## config.mk

```make
export PLATFORM = sky130hd
export DESIGN_NAME = gpio_setclr_port
export DESIGN_NICKNAME = d
export VERILOG_FILES = /design/src/rtl/gpio_setclr_pkg.sv /design/src/rtl/gpio_out_latch.sv /design/src/rtl/gpio_in_gate.sv /design/src/rtl/gpio_setclr_port.sv
export SDC_FILE = /design/constraint.sdc
export NUM_CORES = 1
export LEC_CHECK = 0
export BUFFER_PORTS_ARGS = -buffer_cell sky130_fd_sc_hd__buf_2
export CAP_MARGIN = 30
export CORE_MARGIN = 5
export CORE_UTILIZATION = 54
export DETAILED_ROUTE_END_ITERATION = 10
export GPL_TIMING_DRIVEN = 0
export PLACE_DENSITY = 0.88
export SLEW_MARGIN = 20
export SYNTH_ARGS = -nofsm -noshare
export SYNTH_HDL_FRONTEND = slang
export SYNTH_HIERARCHICAL = 1
export SYNTH_SLANG_ARGS = --single-unit
```

## constraint.sdc

```tcl
create_clock -name clk -period 2.4 [get_ports clk]
set_input_delay 0.12 -clock clk [delete_from_list [all_inputs] [get_ports clk]]
set_output_delay 0.12 -clock clk [all_outputs]
set_load 0.005 [all_outputs]
```

## src/rtl/gpio_setclr_pkg.sv

```systemverilog
package gpio_setclr_pkg;
    localparam int ADDR_W = 3;

    localparam logic [ADDR_W-1:0] A_SET       = 3'd0;
    localparam logic [ADDR_W-1:0] A_CLR       = 3'd1;
    localparam logic [ADDR_W-1:0] A_RELEASE   = 3'd2;
    localparam logic [ADDR_W-1:0] A_IN_EN     = 3'd3;
    localparam logic [ADDR_W-1:0] A_PIN_STATE = 3'd4;

    typedef enum logic {
        IN_LOCKED = 1'b0,
        IN_LIVE   = 1'b1
    } in_state_e;
endpackage

```

## src/rtl/gpio_out_latch.sv

```systemverilog
module gpio_out_latch #(
    parameter int PIN_COUNT = 32
) (
    input  logic                 clk,
    input  logic                 rst_n,
    input  logic                 set_we,
    input  logic                 clr_we,
    input  logic                 rel_we,
    input  logic [PIN_COUNT-1:0] mask,
    output logic [PIN_COUNT-1:0] drive,
    output logic [PIN_COUNT-1:0] drive_en
);
    always_ff @(posedge clk or negedge rst_n) begin
        if (!rst_n) begin
            drive <= '0;
        end else if (set_we) begin
            drive <= drive | mask;
        end else if (clr_we) begin
            drive <= drive & ~mask;
        end
    end

    always_ff @(posedge clk or negedge rst_n) begin
        if (!rst_n) begin
            drive_en <= '0;
        end else if (set_we || clr_we) begin
            drive_en <= drive_en | mask;
        end else if (rel_we) begin
            drive_en <= drive_en & ~mask;
        end
    end
endmodule

```

## src/rtl/gpio_in_gate.sv

```systemverilog
module gpio_in_gate
    import gpio_setclr_pkg::*;
#(
    parameter int PIN_COUNT   = 32,
    parameter int SYNC_STAGES = 2
) (
    input  logic                 clk,
    input  logic                 rst_n,
    input  logic                 en_we,
    input  logic [PIN_COUNT-1:0] pad_level,
    output logic [PIN_COUNT-1:0] level_sync,
    output logic                 live
);
    in_state_e state_q, state_d;

    always_ff @(posedge clk or negedge rst_n) begin
        if (!rst_n) state_q <= IN_LOCKED;
        else        state_q <= state_d;
    end

    always_comb begin
        state_d = state_q;
        unique case (state_q)
            IN_LOCKED: if (en_we) state_d = IN_LIVE;
            IN_LIVE:   state_d = IN_LIVE;
        endcase
    end

    always_comb begin
        live = (state_q == IN_LIVE);
    end

    logic [PIN_COUNT-1:0] stage_q [SYNC_STAGES];

    always_ff @(posedge clk or negedge rst_n) begin
        if (!rst_n) stage_q[0] <= '0;
        else        stage_q[0] <= live ? pad_level : '0;
    end

    for (genvar s = 1; s < SYNC_STAGES; s++) begin : g_sync
        always_ff @(posedge clk or negedge rst_n) begin
            if (!rst_n) stage_q[s] <= '0;
            else        stage_q[s] <= stage_q[s-1];
        end
    end

    assign level_sync = stage_q[SYNC_STAGES-1];
endmodule

```

## src/rtl/gpio_setclr_port.sv

```systemverilog
module gpio_setclr_port
    import gpio_setclr_pkg::*;
#(
    parameter int PIN_COUNT   = 32,
    parameter int SYNC_STAGES = 2
) (
    input  logic                 clk,
    input  logic                 rst_n,
    input  logic [ADDR_W-1:0]    bus_addr,
    input  logic                 bus_wr,
    input  logic [PIN_COUNT-1:0] bus_wdata,
    output logic [PIN_COUNT-1:0] bus_rdata,
    input  logic [PIN_COUNT-1:0] pad_in,
    output logic [PIN_COUNT-1:0] pad_out,
    output logic [PIN_COUNT-1:0] pad_oe
);
    logic                 set_we, clr_we, rel_we, en_we;
    logic                 in_live;
    logic [PIN_COUNT-1:0] pin_state;

    always_comb begin
        set_we = bus_wr && (bus_addr == A_SET);
        clr_we = bus_wr && (bus_addr == A_CLR);
        rel_we = bus_wr && (bus_addr == A_RELEASE);
        en_we  = bus_wr && (bus_addr == A_IN_EN);
    end

    gpio_out_latch #(.PIN_COUNT(PIN_COUNT)) u_out (
        .clk      (clk),
        .rst_n    (rst_n),
        .set_we   (set_we),
        .clr_we   (clr_we),
        .rel_we   (rel_we),
        .mask     (bus_wdata),
        .drive    (pad_out),
        .drive_en (pad_oe)
    );

    gpio_in_gate #(.PIN_COUNT(PIN_COUNT), .SYNC_STAGES(SYNC_STAGES)) u_in (
        .clk        (clk),
        .rst_n      (rst_n),
        .en_we      (en_we),
        .pad_level  (pad_in),
        .level_sync (pin_state),
        .live       (in_live)
    );

    always_comb begin
        bus_rdata = (bus_addr == A_PIN_STATE) ? pin_state : '0;
    end
endmodule

```

==> results of run 1 <==
==> kinds of logic (layout without fill, tap and decap cells) <==
kind of cell | count (synthesis) | in the layout | synth area share [%]
other | 0 | 2 | 0
buffers and inverters | 59 | 322 | 7.64
and+or+nand+nor | 134 | 134 | 17.7
DFF | 129 | 129 | 63.6
AOI/OAI and AO/OA | 64 | 64 | 11.0
==> worst register-to-register path, stage by stage (launching register included) <==
cell	delay, ns
dfrtp_1	0.44
clkbuf_2	0.21
and2_2	0.21
==> power by group <==
group          internal (uW)  total, uW  switching [uW]  leakage (uW)
clock network           1510       2460             952      0.000267
registers               2510       2690             179       0.00150
logic                    570        971             400       0.00184
==> worst max-delay path by stage <==
stage / start / endpoint / slack [ns] / cells after the start
after global placement: rst_n / async pin / -0.26 / 1
after global routing: u_in/level_sync[2]$_DFF_PN0_ / bus_rdata[2] / 0.78 / 3
after CTS: u_in/level_sync[31]$_DFF_PN0_ / bus_rdata[31] / 0.83 / 3
after floorplan: bus_addr[0] / flop / 0.97 / 7
final: u_in/level_sync[12]$_DFF_PN0_ / bus_rdata[12] / 0.84 / 3
after detailed placement: bus_addr[0] / flop / 0.46 / 7
==> final cells by class <==
type	count	area, um2
Clock inverter	12	135
Fill cell	530	1900
Antenna cell	2	5.00
Timing Repair Buffer	231	1510
Buffer	59	388
Sequential cell	129	3230
Clock buffer	20	435
Tap cell	111	139
Multi-Input combinational cell	198	1460
==> per-layer routing <==
layer	wire (um)	global-route usage (%)	part of all wire, %
met4	602	14.8	4.4
met1	5280	29.1	38
met5	0	0	0
met2	7050	43.1	51
met3	797	5.78	5.8
==> cell usage in the layout (no fill, tap or decap) <==
cell	instances
a22o_1	64
and2_2	32
and4b_1	1
and4bb_2	19
buf_16	1
buf_2	172
buf_4	32
buf_6	5
bufinv_16	2
clkbuf_1	12
clkbuf_16	16
clkbuf_2	5
clkbuf_8	2
clkinv_2	2
clkinv_4	3
clkinvlp_4	4
dfrtp_1	129
diode_2	2
dlygate4sd3_1	65
inv_6	1
nand2_1	64
nor4b_1	1
nor4bb_1	15
or2_1	1
or2_2	1
==> per-stage QoR <==
stage,TNS [ns],std cells
after floorplan,0,386
after global placement,-32.18,662
final,0,762
after CTS,0,760
after global routing,0,762
after detailed placement,0,663
==> impl_results.md, run 1 <==
* Max Clock Skew at 0.00817 ns
* R2R depth at 2
* CP endpoint kind: output pin
* Startpoint Class: flop
* Pleak at 0.00361 uW
* Layout area overhead at 43.8%
* Worst-path cell chain: buf_4 > nor4bb_1 > buf_2
* Post-DP Area at 6070 um2
* Synthesized area at 5080 um2
* Post-synthesis sequential element count at 129
* Commonest register cell after synthesis: dfrtp_1
* Hold Slack at 0.0211 ns
* Fraction of layout cells with a size suffix above 1 at 45.8%
* Number of global-route vias before repair at 4475
* GPL Wtd Cong at 0.790
* Top cell type's share of synthesized area at 63.6%
* Post-route cell area at 7300 um2
* DIE AREA at 11400 um2
* Vias post-DR at 3998
* Post-DP HPWL at 8730 um
* Routed len/inst at 18.0 um
* Asr flop ratio synth at 100%
* Post-synth top area cell: dfrtp_1
* CP max-delay cell: dfrtp_1
* Worst-Margin Slew at 0.620 ns
* Drt first pass iters at 4
* Place WS at 0.462 ns
* FF-to-FF End: u_in/stage_q[58]$_DFF_PN0_
* Largest net degree at the start of global routing at 70
* All-layer global routing usage at 25.2%
* Reg2reg start: u_in/live$_DFF_PN0_
* Die height at 107 um
* Final hold viol count at 0
* First-pass GRT wire length at 22200 um
* Post-synth top cells: 129 x dfrtp_1, 64 x a22o_1, 64 x nand2_1, 32 x and2_2, 32 x buf_4
* Post-CTS Setup Bufs at 0
* Core area at 9200 um2
* Status: completed
* Hold Crit Class: input port to flop
* I/O Buffers at 165
* Crit-path max FO at 1
* Worst slew margin at 58.7%
* RSZ-0062 raised after global routing: no
* Fin crit share at 65.1%
* Initial antenna violation count at 2
* Hold-fix buffers, CTS at 65
* Avg Cell Area, Syn at 13.2 um2
* H-tree depth at 4
* Count of flip-flops with a built-in enable after synthesis at 0
* Clk_lat worst skew at 0.51 ns
* CTS Sinks at 129
* CP peak stage delay at 0.36 ns
* Global route overflow at 0
* Rows at 35
* Routed WL at 13700 um
* Setup violations, final at 0
* Hold endpoint: u_in/live$_DFF_PN0_
* Final core utilization at 79.4%
* Inserted Clock Buffers at 17
* Critical Path AT at 1.44 ns
* Seq/Total Area, Yosys at 63.6%
* IO Pins at 166
* Total Power at 6120 uW
* Detailed Route Iter0 Violations at 179
* Initial Util at 55.2%
* Syn. warnings at 6
* Vias/cell at 5.25
* Max-cap violations at 0
* Setup CP Type: flop to output pin
* # nets final at 706
* Delay-heaviest family, CP: flip-flops
* R2R Setup Slk at 1.43 ns
* Max Clk Rate at 640 MHz
* Synth top area cells: dfrtp_1 64%, a22o_1 11%, and2_2 4.7%, buf_4 4.7%, nand2_1 4.7%
* CP Buf/Inv Count at 2
* Crit path time final at 1.56 ns
* Pwr/cell area at 838 nW/um2
* Most frequent cell after synthesis: dfrtp_1
* Root buf cell: clkbuf_8
* Max-slew violation count at 0
* Synth Instances at 386
* Hold Path Stages at 3
* Post_cts resized at 0
* Residual DRC at 0
* DIE WIDTH at 107 um
* CTS tree: done
* Clk pin slew, worst setup/hold paths at 0.06 ns
* Number of distinct library cells after synthesis at 15
* CP required at 2.28 ns
* Syn nets at 456
* Max clock buf depth at 2
* HP Start: bus_wr
* Maximum VDD drop at 0.483 mV
* Min setup slack post-route at 0.839 ns
* Post-route ant nets at 0
No activity file was read; power rests on OpenSTA's default activity.
==> run 2: changes to the inputs <==
Settings changed: CORE_UTILIZATION 54 to 45, PLACE_DENSITY 0.88 to 0.79.
Clock period 2.4 ns to 1.3 ns, I/O delays scaled along.
==> impl_results.md, run 2 (synthesis results as in run 1) <==
* Status: complete, but fails checks
* Violated checks: setup timing
* First-pass GRT wire length at 21900 um (-1.2%)
* Residual DRC at 0 (unchanged)
* Reg2reg start: u_in/live$_DFF_PN0_
* Hold Crit Class: input port to flop
* CP endpoint kind: output pin
* Post-DP HPWL at 8710 um (-0.29%)
* Inserted Clock Buffers at 17 (unchanged)
* Routed WL at 14000 um (+1.6%)
* Crit path time final at 1.34 ns
* Pleak at 0.00365 uW (+1.3%)
* Most common cell after layout, fill and taps aside: buf_2
* R2R depth at 2 (unchanged)
* Max-cap violations at 0 (unchanged)
* CP required at 1.24 ns (-1.04 ns)
* Rows at 38 (+8.6%)
* # nets final at 684 (-3.1%)
* IO Pins at 166 (unchanged)
* Startpoint Class: flop
* Crit path capture: bus_rdata[31]
* Vias post-DR at 3913 (-2.1%)
* Clk pin slew, worst setup/hold paths at 0.06 ns (about the same)
* CP startpoint: u_in/level_sync[31]$_DFF_PN0_
* R2R Setup Slk at 0.35 ns (-1.08 ns)
* Setup CP Type: flop to output pin
* Number of global-route vias before repair at 4257 (-4.9%)
* Worst-Margin Slew at 0.426 ns (-0.194 ns)
* Max clock buf depth at 2 (unchanged)
* I/O Buffers at 165 (unchanged)
* DIE AREA at 13500 um2 (+18%)
* Vias/cell at 5.10 (-2.9%)
* FF-to-FF End: u_in/stage_q[41]$_DFF_PN0_
* RSZ-0062 raised after global routing: yes
* Worst slew margin at 71.6% (+13 points)
* Final core utilization at 67.7% (-12 points)
* Filler cells at 773 (+46%)
* Final hold viol count at 0 (unchanged)
* CTS Sinks at 129 (unchanged)
* Crit-path max FO at 1 (unchanged)
* Detailed Route Iter0 Violations at 214 (+20%)
* DIE WIDTH at 116 um (+8.7%)
* Fin crit share at 103%
* Pwr/cell area at 1520 nW/um2 (+82%)
* Die height at 116 um (+8.7%)
* Max-slew violation count at 0 (unchanged)
* H-tree depth at 4 (unchanged)
* Initial Util at 46.4% (-8.8 points)
* Most frequent cells in the layout: 169 x buf_2, 129 x dfrtp_1, 65 x dlygate4sd3_1
* Largest net degree at the start of global routing at 87 (+24%)
* Fraction of layout cells with a size suffix above 1 at 47.8% (+2.1 points)
* Maximum VDD drop at 0.796 mV (+65%)
* Drt first pass iters at 4 (unchanged)
* GPL Wtd Cong at 0.745 (-5.7%)
* Post-route ant nets at 0 (unchanged)
* Critical Path AT at 1.27 ns (-0.17 ns)
* Min setup slack post-route at -0.0382 ns (-0.877 ns)
* CTS tree: done
* Routed len/inst at 18.2 um (+0.85%)
* All-layer global routing usage at 21.3% (-3.9 points)
* Max Clk Rate at 747 MHz
* Max Clock Skew at 0.00574 ns (-0.00243 ns)
* Root buf cell: clkbuf_16
* Clk_lat worst skew at 0.41 ns (-0.10 ns)
* Total Power at 11300 uW (+84%)
* Core area at 10900 um2 (+19%)
* Post-CTS Setup Bufs at 0 (unchanged)
* Place WS at -0.524 ns (-0.985 ns)
* Global route overflow at 0 (unchanged)
* Layout area overhead at 45.8%
* Setup violations, final at 1 (+1)
* Initial antenna violation count at 0 (-2)
[run 2: cell count changes in the layout (fill, tap and decap cells not counted), moves of 3 or more]
cell	delta
clkbuf_1	-11
clkbuf_2	+8
nor4bb_1	-14
buf_4	-20
buf_2	-3
nor4bb_4	+12
buf_6	+3
[run 2: final cells by class]
type | count | area [um2] | share of cell area, %
tap | 140 | 175 | 2.37
clock inverter | 11 | 105 | 1.42
clock buffer | 21 | 470 | 6.35
timing repair buffer | 231 | 1520 | 20.6
buffer | 37 | 246 | 3.33
sequential | 129 | 3230 | 43.6
antenna | 1 | 2.50 | 0.0338
multi-input combinational | 198 | 1650 | 22.3
[run 2: metrics by stage]
stage          cells  hold slack [ns]  area, um2  setup TNS [ns]
2_1_floorplan    386           -0.231       5080          -0.150
3_3_place_gp     691            0.292       6080         -194.03
3_5_place_dp     692          0.00751       6120          -26.75
4_1_cts          787           0.0398       7440        -0.00805
5_1_grt          767           0.0741       7400          -0.692
6_report         768           0.0557       7400         -0.0382
[run 2: worst min-delay path by stage]
stage / endpoint / from / slack (ns) / depth (start not counted)
2_1_floorplan: u_in/level_sync[0]$_DFF_PN0_ / rst_n / -0.23 / 0
3_3_place_gp: u_in/stage_q[39]$_DFF_PN0_ / pad_in[7] / 0.29 / 2
3_5_place_dp: u_in/stage_q[36]$_DFF_PN0_ / rst_n / 0.008 / 1
4_1_cts: u_in/live$_DFF_PN0_ / bus_wr / 0.04 / 3
5_1_grt: u_in/live$_DFF_PN0_ / bus_wr / 0.07 / 3
6_report: u_in/live$_DFF_PN0_ / bus_wr / 0.06 / 3
[run 2: power breakdown]
group          switching (uW)  internal [uW]  total [uW]
combinational             755           1040        1800
sequential                327           4630        4950
clock                    1740           2790        4530
total                    2820           8460       11300
[run 2: metal layers]
layer | wire length [um] | share of wire [%] | GRT usage (%)
met1 | 5390 | 39 | 25.6
met2 | 7510 | 54 | 36.8
met3 | 747 | 5.4 | 5.08
met4 | 305 | 2.2 | 9.20
met5 | 0 | 0 | 0
[run 2: timing repair]
item	4_1_cts	5_1_grt
hold buffers	65	0
pin swaps	12	3
endpoints found under the setup margin	45	77
resized for setup	20	24
hold endpoints to repair	139	0
[run 2: critical path: stages, from the launching register on]
cell,delay (ns)
dfrtp_1,0.35
buf_4,0.11
nor4bb_4,0.23
buf_2,0.18
